--- src/rtl/sar_pkg.sv ---
package sar_pkg;
  typedef enum logic {
    ST_IDLE = 1'b0,
    ST_BUSY = 1'b1
  } sar_state_e;
endpackage

--- src/rtl/sar_rst_sync.sv ---
module sar_rst_sync (
  input  logic clk,
  input  logic rst_n,
  output logic rst_ns
);
  logic meta_q;
  logic sync_q;

  always_ff @(posedge clk or negedge rst_n) begin
    if (!rst_n) begin
      meta_q <= 1'b0;
      sync_q <= 1'b0;
    end else begin
      meta_q <= 1'b1;
      sync_q <= meta_q;
    end
  end

  assign rst_ns = sync_q;
endmodule

--- src/rtl/sar_sequencer.sv ---
module sar_sequencer
  import sar_pkg::*;
#(
  parameter int WIDTH = 8
) (
  input  logic             clk,
  input  logic             rst_ns,
  input  logic             start_i,
  output logic             busy_o,
  output logic             load_o,
  output logic             finish_o,
  output logic [WIDTH-1:0] ptr_o
);
  localparam logic [WIDTH-1:0] MsbOne = WIDTH'(1) << (WIDTH - 1);

  sar_state_e       state_q, state_d;
  logic [WIDTH-1:0] ptr_q, ptr_d;
  logic             step_en;

  assign busy_o   = (state_q == ST_BUSY);
  assign load_o   = (state_q == ST_IDLE) && start_i;
  assign finish_o = busy_o && ptr_q[0];
  assign step_en  = load_o || busy_o;
  assign ptr_o    = ptr_q;

  always_comb begin
    state_d = state_q;
    ptr_d   = ptr_q;
    if (load_o) begin
      state_d = ST_BUSY;
      ptr_d   = MsbOne;
    end else if (busy_o) begin
      ptr_d = ptr_q >> 1;
      if (ptr_q[0]) begin
        state_d = ST_IDLE;
      end
    end
  end

  always_ff @(posedge clk or negedge rst_ns) begin
    if (!rst_ns) begin
      state_q <= ST_IDLE;
      ptr_q   <= '0;
    end else if (step_en) begin
      state_q <= state_d;
      ptr_q   <= ptr_d;
    end
  end


  first_trial_msb_chk: assert property (@(posedge clk) disable iff (!rst_ns)
    $rose(busy_o) |-> (ptr_q == MsbOne));


  busy_start_ignored_chk: assert property (@(posedge clk) disable iff (!rst_ns)
    (busy_o && start_i && !ptr_q[0]) |=> (busy_o && (ptr_q == ($past(ptr_q) >> 1))));


  ptr_onehot_chk: assert property (@(posedge clk) disable iff (!rst_ns)
    busy_o |-> ($countones(ptr_q) == 1));
endmodule

--- src/rtl/sar_code_reg.sv ---
module sar_code_reg #(
  parameter int WIDTH = 8
) (
  input  logic             clk,
  input  logic             rst_ns,
  input  logic             load_i,
  input  logic             busy_i,
  input  logic [WIDTH-1:0] ptr_i,
  input  logic             cmp_i,
  output logic [WIDTH-1:0] code_o
);
  logic [WIDTH-1:0] code_q, code_d;
  logic             code_en;

  assign code_en = load_i || busy_i;
  assign code_o  = code_q;

  always_comb begin
    code_d = code_q;
    if (load_i) begin
      code_d = '0;
    end else if (busy_i && cmp_i) begin
      code_d = code_q | ptr_i;
    end
  end

  always_ff @(posedge clk or negedge rst_ns) begin
    if (!rst_ns) begin
      code_q <= '0;
    end else if (code_en) begin
      code_q <= code_d;
    end
  end


  decided_bits_frozen_chk: assert property (@(posedge clk) disable iff (!rst_ns)
    busy_i |=> (((code_q ^ $past(code_q)) & ~$past(ptr_i)) == '0));


  tested_bit_follows_cmp_chk: assert property (@(posedge clk) disable iff (!rst_ns)
    busy_i |=> (((code_q & $past(ptr_i)) != '0) == $past(cmp_i)));
endmodule

--- src/rtl/sar_ctrl.sv ---
module sar_ctrl #(
  parameter int WIDTH = 8
) (
  input  logic             clk,
  input  logic             rst_n,
  input  logic             start_i,
  input  logic             cmp_i,
  output logic [WIDTH-1:0] trial_o,
  output logic [WIDTH-1:0] result_o,
  output logic             done_o
);
  localparam int CntW = $clog2(WIDTH + 1) + 1;

  logic             rst_ns;
  logic             busy;
  logic             load;
  logic             finish;
  logic [WIDTH-1:0] ptr;
  logic [WIDTH-1:0] code;
  logic             done_q, done_d;
  logic             done_en;

  sar_rst_sync u_rst_sync (
    .clk    (clk),
    .rst_n  (rst_n),
    .rst_ns (rst_ns)
  );

  sar_sequencer #(.WIDTH(WIDTH)) u_seq (
    .clk      (clk),
    .rst_ns   (rst_ns),
    .start_i  (start_i),
    .busy_o   (busy),
    .load_o   (load),
    .finish_o (finish),
    .ptr_o    (ptr)
  );

  sar_code_reg #(.WIDTH(WIDTH)) u_code (
    .clk    (clk),
    .rst_ns (rst_ns),
    .load_i (load),
    .busy_i (busy),
    .ptr_i  (ptr),
    .cmp_i  (cmp_i),
    .code_o (code)
  );

  assign done_en = load || finish;

  always_comb begin
    done_d = done_q;
    if (load) begin
      done_d = 1'b0;
    end else if (finish) begin
      done_d = 1'b1;
    end
  end

  always_ff @(posedge clk or negedge rst_ns) begin
    if (!rst_ns) begin
      done_q <= 1'b0;
    end else if (done_en) begin
      done_q <= done_d;
    end
  end

  assign trial_o  = busy ? (code | ptr) : '0;
  assign result_o = code;
  assign done_o   = done_q;

  logic [CntW-1:0] trial_cnt_q;
  always_ff @(posedge clk or negedge rst_ns) begin
    if (!rst_ns) begin
      trial_cnt_q <= '0;
    end else if (load) begin
      trial_cnt_q <= '0;
    end else if (busy) begin
      trial_cnt_q <= trial_cnt_q + 1'b1;
    end
  end


  trial_count_chk: assert property (@(posedge clk) disable iff (!rst_ns)
    $rose(done_q) |-> (trial_cnt_q == CntW'(WIDTH)));


  done_after_last_chk: assert property (@(posedge clk) disable iff (!rst_ns)
    finish |=> done_q);


  done_hold_chk: assert property (@(posedge clk) disable iff (!rst_ns)
    (done_q && !start_i) |=> (done_q && $stable(result_o)));


  idle_trial_zero_chk: assert property (@(posedge clk) disable iff (!rst_ns)
    !busy |-> (trial_o == '0));


  no_done_while_busy_chk: assert property (@(posedge clk) disable iff (!rst_ns)
    busy |-> !done_q);
endmodule

--- config.mk ---
export PLATFORM = sky130hd
export DESIGN_NAME = sar_ctrl
export DESIGN_NICKNAME = d
export VERILOG_FILES = /design/src/rtl/sar_pkg.sv /design/src/rtl/sar_rst_sync.sv /design/src/rtl/sar_sequencer.sv /design/src/rtl/sar_code_reg.sv /design/src/rtl/sar_ctrl.sv
export SDC_FILE = /design/constraint.sdc
export NUM_CORES = 1
export LEC_CHECK = 0
export CORE_MARGIN = 2
export CORE_UTILIZATION = 63
export CTS_CLUSTER_SIZE = 16
export DETAILED_ROUTE_END_ITERATION = 10
export DONT_BUFFER_PORTS = 1
export PLACE_DENSITY = 0.79
export SYNTH_ARGS = -nofsm -noshare
export SYNTH_HDL_FRONTEND = slang
export SYNTH_SLANG_ARGS = --single-unit
export TNS_END_PERCENT = 5
--- constraint.sdc ---
create_clock -name clk -period 1.8 [get_ports clk]
set_clock_uncertainty 0.2 [all_clocks]
set_input_delay 0.36 -clock clk [delete_from_list [all_inputs] [get_ports clk]]
set_output_delay 0.36 -clock clk [all_outputs]
set_load 0.01 [all_outputs]
# Yosys cells after proc, flatten, opt, wreduce, memory -nomap -nowiden
# Index checks and enable logic that the tools add are counted.
classes:
  mux: 10
  n_bitwise: 2
  n_reduce_logical: 11
ops:
  columns: ["operator", "n"]
  rows:
  - ["two-way mux 8 bit", 5]
  - ["bitwise OR 8 bit", 1]
  - ["AND reduction 2 bit", 3]
  - ["nonzero test 2 bit", 3]
  - ["two-way mux 1 bit", 5]
  - ["logical AND 1 bit", 3]
  - ["logical OR 1 bit", 2]
  - ["inverter 1 bit", 1]
totals:
  reg_bits: 20
  in_bits: 4
  output_inout_bits: 17
  word_cells: 29

# Depth between registers and ports, before layout
logic_depth:
  ltp_word: 4
  ltp_mapped: 3
  mapped_depth_nobuf: 2

# Cells and area by module
# A second synthesis with hierarchy kept.
unflattened:
  cells_unflattened: 74
  area_unflattened_um2: 822.0
by_module_without_submodules:
  columns: ["mod", "instances", "cells_each", "area_per_inst_um2", "seq_area_each_um2"]
  rows:
  - ["sar_sequencer", 1, 33, 367.9, 225.2]
  - ["sar_code_reg", 1, 27, 294.0, 200.2]
  - ["sar_ctrl", 1, 11, 106.4, 25.0]
  - ["sar_rst_sync", 1, 3, 53.8, 50.0]

# Worst setup path after synthesis
# No wires, ideal clock.
synth_path:
  kind: "register -> output"
  startpoint: "register u_seq.state_q, in the netlist u_seq.busy_o"
  endpoint: "output port trial_o[0]"
  t_arrival_ns: 0.789
  required_time_ns: 1.240
  slack_ns: 0.451
  stages_incl_launch_ff: 4
  n_path_buf: 1
  cell_sequence: "dfrtp_1 > inv_1 > buf_2 > nor2_1"
synth_via:
  elab_chain_cells: 1
synth_lines:
  columns: ["element", "line_no", "text"]
  rows:
  - ["start: declaration", "sar_sequencer.sv:16", "sar_state_e state_q, state_d;"]
  - ["start signal: assignment", "sar_sequencer.sv:45", "state_q <= state_d;"]
  - ["two-way mux 8 bit", "sar_ctrl.sv:68", "assign trial_o = busy ? (code | ptr) : '0;"]
  - ["end: declaration", "sar_ctrl.sv:8", "output logic [WIDTH-1:0] trial_o,"]
# No other way between the ends.

# Final worst setup path
layout_path:
  startpoint: "register u_seq.state_q, in the netlist u_seq.busy_o"
  endpoint: "output port trial_o[2]"
# The elaborated chain is that of the path after synthesis.

==> impl_metrics.csv <==
group,metric,value,unit
critical_path,worstPathArrival,1.15,ns
critical_path,cp-start-kind,"register",
route,vias,621,
clock_tree,cts_resized,0,
route,drt-vias-per-instance,5.804,
critical_path,worstReg2RegStart,"u_seq.busy_o",
synth,ys_types,15,
clock_tree,path_clk_slew,0.11,ns
route,drtIter0Drc,14,
route,first_pass_iters,4,
clock_tree,cts_buffers,3,
final_layout,final_cell_mix,"20 x dfrtp_1, 18 x nor2_1, 11 x a21oi_1",
placement,io_buffers,0,
final_layout,final_common_cell,"dfrtp_1",
global_route,grt_start_max_net_pins,23,
outcome,status,"completed",
route,highest_layer,"met4",
global_route,grt_overflow,0,
synth,seq_area_frac_synth,59.00,%
synth,synth_cells,90,
route,drc,0,
critical_path,critical_path_class,"register to primary output",
timing,tightest_slew,0.6971,ns
clock_tree,cts_sinks,20,
global_route,grt_pass1_wl,2339,um
floorplan,row_count,13,
critical_path,required,1.24,ns
final_layout,nNetsFinal,97,
timing,hold_viol,0,
placement,postPlaceCellArea,840.8,um^2
route,wl_met2,771,um
synth,synth_warnings,0,
flow_run,drv_cap,0,
critical_path,crit_path_end_kind,"primary output",
placement,dp_cells,101,
route,routedWlPerCell,14.50,um
clock_tree,clockBufferDepth,2,
clock_tree,clk_latency,0.29,ns
timing,finalWorstSetupSlack,0.09175,ns
floorplan,die_area,1656,um^2
timing,rsz0062_at_grt,"false",
timing,relSlewSlack,53.53,%
clock_tree,htree_levels,1,
final_layout,area_delta_synth_final,5.752,%
timing,hold_ws,0.02622,ns
hold_path,whs_endpoint,"u_code.code_o[7]",
timing,finalCriticalPeriod,1.708,ns
clock_tree,root_buffer,"clkbuf_4",
route,wirelength,1551,um
synth,synth_nets,94,
hold_path,hold_depth,2,
floorplan,fp.dieH,40.70,um
timing,drv_slew,0,
critical_path,ff2ff_setup_slack,0.60,ns
floorplan,initial_core_util,66.02,%
hold_path,hold_path_class,"primary input to register",
power,power.density,1603,nW/um^2
power,leakagePower,0.4100,nW
route,wl_met3,79,um
power,ir_worst_vdd,0.9428,mV
timing,timing.final.crit_share,94.90,%
global_route,antenna_found_initial,0,
hold_path,hp-start,"start_i",
global_route,track_usage,22.56,%
critical_path,reg2reg_depth,3,
placement,post-place-ws,0.4386,ns
final_layout,final_cell_area,897.1,um^2
route,drtAntennaViolNets,0,
critical_path,cp_max_fo,12,
floorplan,core,1285,um^2
global_route,grt_pass1_vias,519,
clock_tree,cts_tree,"built",
final_layout,final_core_util,69.82,%
final_layout,layout.cells.non_filler,107,
synth,synthesis.area,848.3,um^2
placement,gp_congestion,0.6827,
floorplan,die_w,40.70,um
synth,avgSynthCellArea,9.426,um^2
final_layout,diodes,0,
final_layout,nFillCells,101,
critical_path,r2r-end,"u_seq.busy_o",
power,p_total,1.438,mW
clock_tree,post_cts_buffers,0,
placement,hpwl,984.4,um
synth,yosys_register_bits,20,
route,wl_met1,689,um
final_layout,final_layout_size_suffix_gt1_share,6.522,%
timing,finalSetupTns,0,ns
timing,setup_violations,0,
floorplan,ios,21,
timing,max_freq,0.5854,GHz
## worst max path at each step
| stage | from | end | slack (ns) |
|---|---|---|---|
| 2_1_floorplan | u_seq.busy_o | trial_o[0] | 0.45 |
| 3_3_place_gp | u_seq.busy_o | trial_o[2] | 0.45 |
| 3_5_place_dp | u_seq.busy_o | trial_o[6] | 0.44 |
| 4_1_cts | u_seq.busy_o | trial_o[6] | 0.10 |
| 5_1_grt | u_seq.busy_o | trial_o[6] | 0.0003 |
| 6_report | u_seq.busy_o | trial_o[2] | 0.09 |
## cell families (layout without fill, tap and decap cells)
| kind of cell | count (synthesis) | after routing | share of synthesized area (%) |
|---|---|---|---|
| AO/OA/AOI/OAI | 21 | 21 | 12.68 |
| buffers and inverters | 7 | 9 | 4.867 |
| flip-flops | 20 | 20 | 59.00 |
| AND/OR/NAND/NOR | 41 | 41 | 23.01 |
| other | 1 | 1 | 0.4421 |
## Yosys cell counts
| master | count | area (um^2) |
|---|---|---|
| a21oi_1 | 11 | 55.05 |
| buf_2 | 3 | 15.01 |
| buf_4 | 1 | 7.510 |
| buf_6 | 1 | 11.26 |
| conb_1 | 1 | 3.750 |
| dfrtp_1 | 20 | 500.5 |
| inv_1 | 2 | 7.510 |
| nand2_1 | 7 | 26.28 |
| nand2b_1 | 10 | 62.56 |
| nor2_1 | 18 | 67.56 |
| nor2b_4 | 1 | 13.76 |
| nor3_1 | 5 | 25.02 |
| o21ai_0 | 8 | 40.04 |
| o21ai_1 | 1 | 5.000 |
| o21bai_1 | 1 | 7.510 |
## report_power, final
| group | internal (mW) | switching [mW] |
|---|---|---|
| logic | 0.154 | 0.286 |
| clock network | 0.123 | 0.130 |
| registers | 0.584 | 0.161 |
| total | 0.861 | 0.577 |
## critical path, stage by stage (launching register included)
cell     delay [ns]
dfrtp_1        0.39
inv_1          0.30
nor2_1         0.16
## final cells by class
class                      instances  area [um^2]  area share (%)
sequential                        20        500.5           55.79
multi-input combinational         63        306.5           34.17
clock buffer                       4        36.28           4.045
timing repair buffer               3        27.53           3.068
tap                               15        18.77           2.092
inverter                           2        7.507          0.8368
## flip-flops by register name, summed over array words and instances, names as in the netlist
signal and count:
u_code.code_o 8, u_seq.ptr_o 8, done_o 1, u_rst_sync.meta_q 1, u_rst_sync.rst_ns 1, u_seq.busy_o 1
## per-layer routing
layer | up-vias | global-route usage [%]
li1 | 293 | -
met1 | 305 | 28.21
met2 | 21 | 36.51
met3 | 2 | 4.348
met4 | 0 | 12.50
met5 | - | 0
## timing repair
item | 4_1_cts | 5_1_grt
endpoints found under the hold margin | 11 | 0
endpoints found under the setup margin | 0 | 0
hold buffers | 2 | 0
No activity file was read; power rests on OpenSTA's default activity.
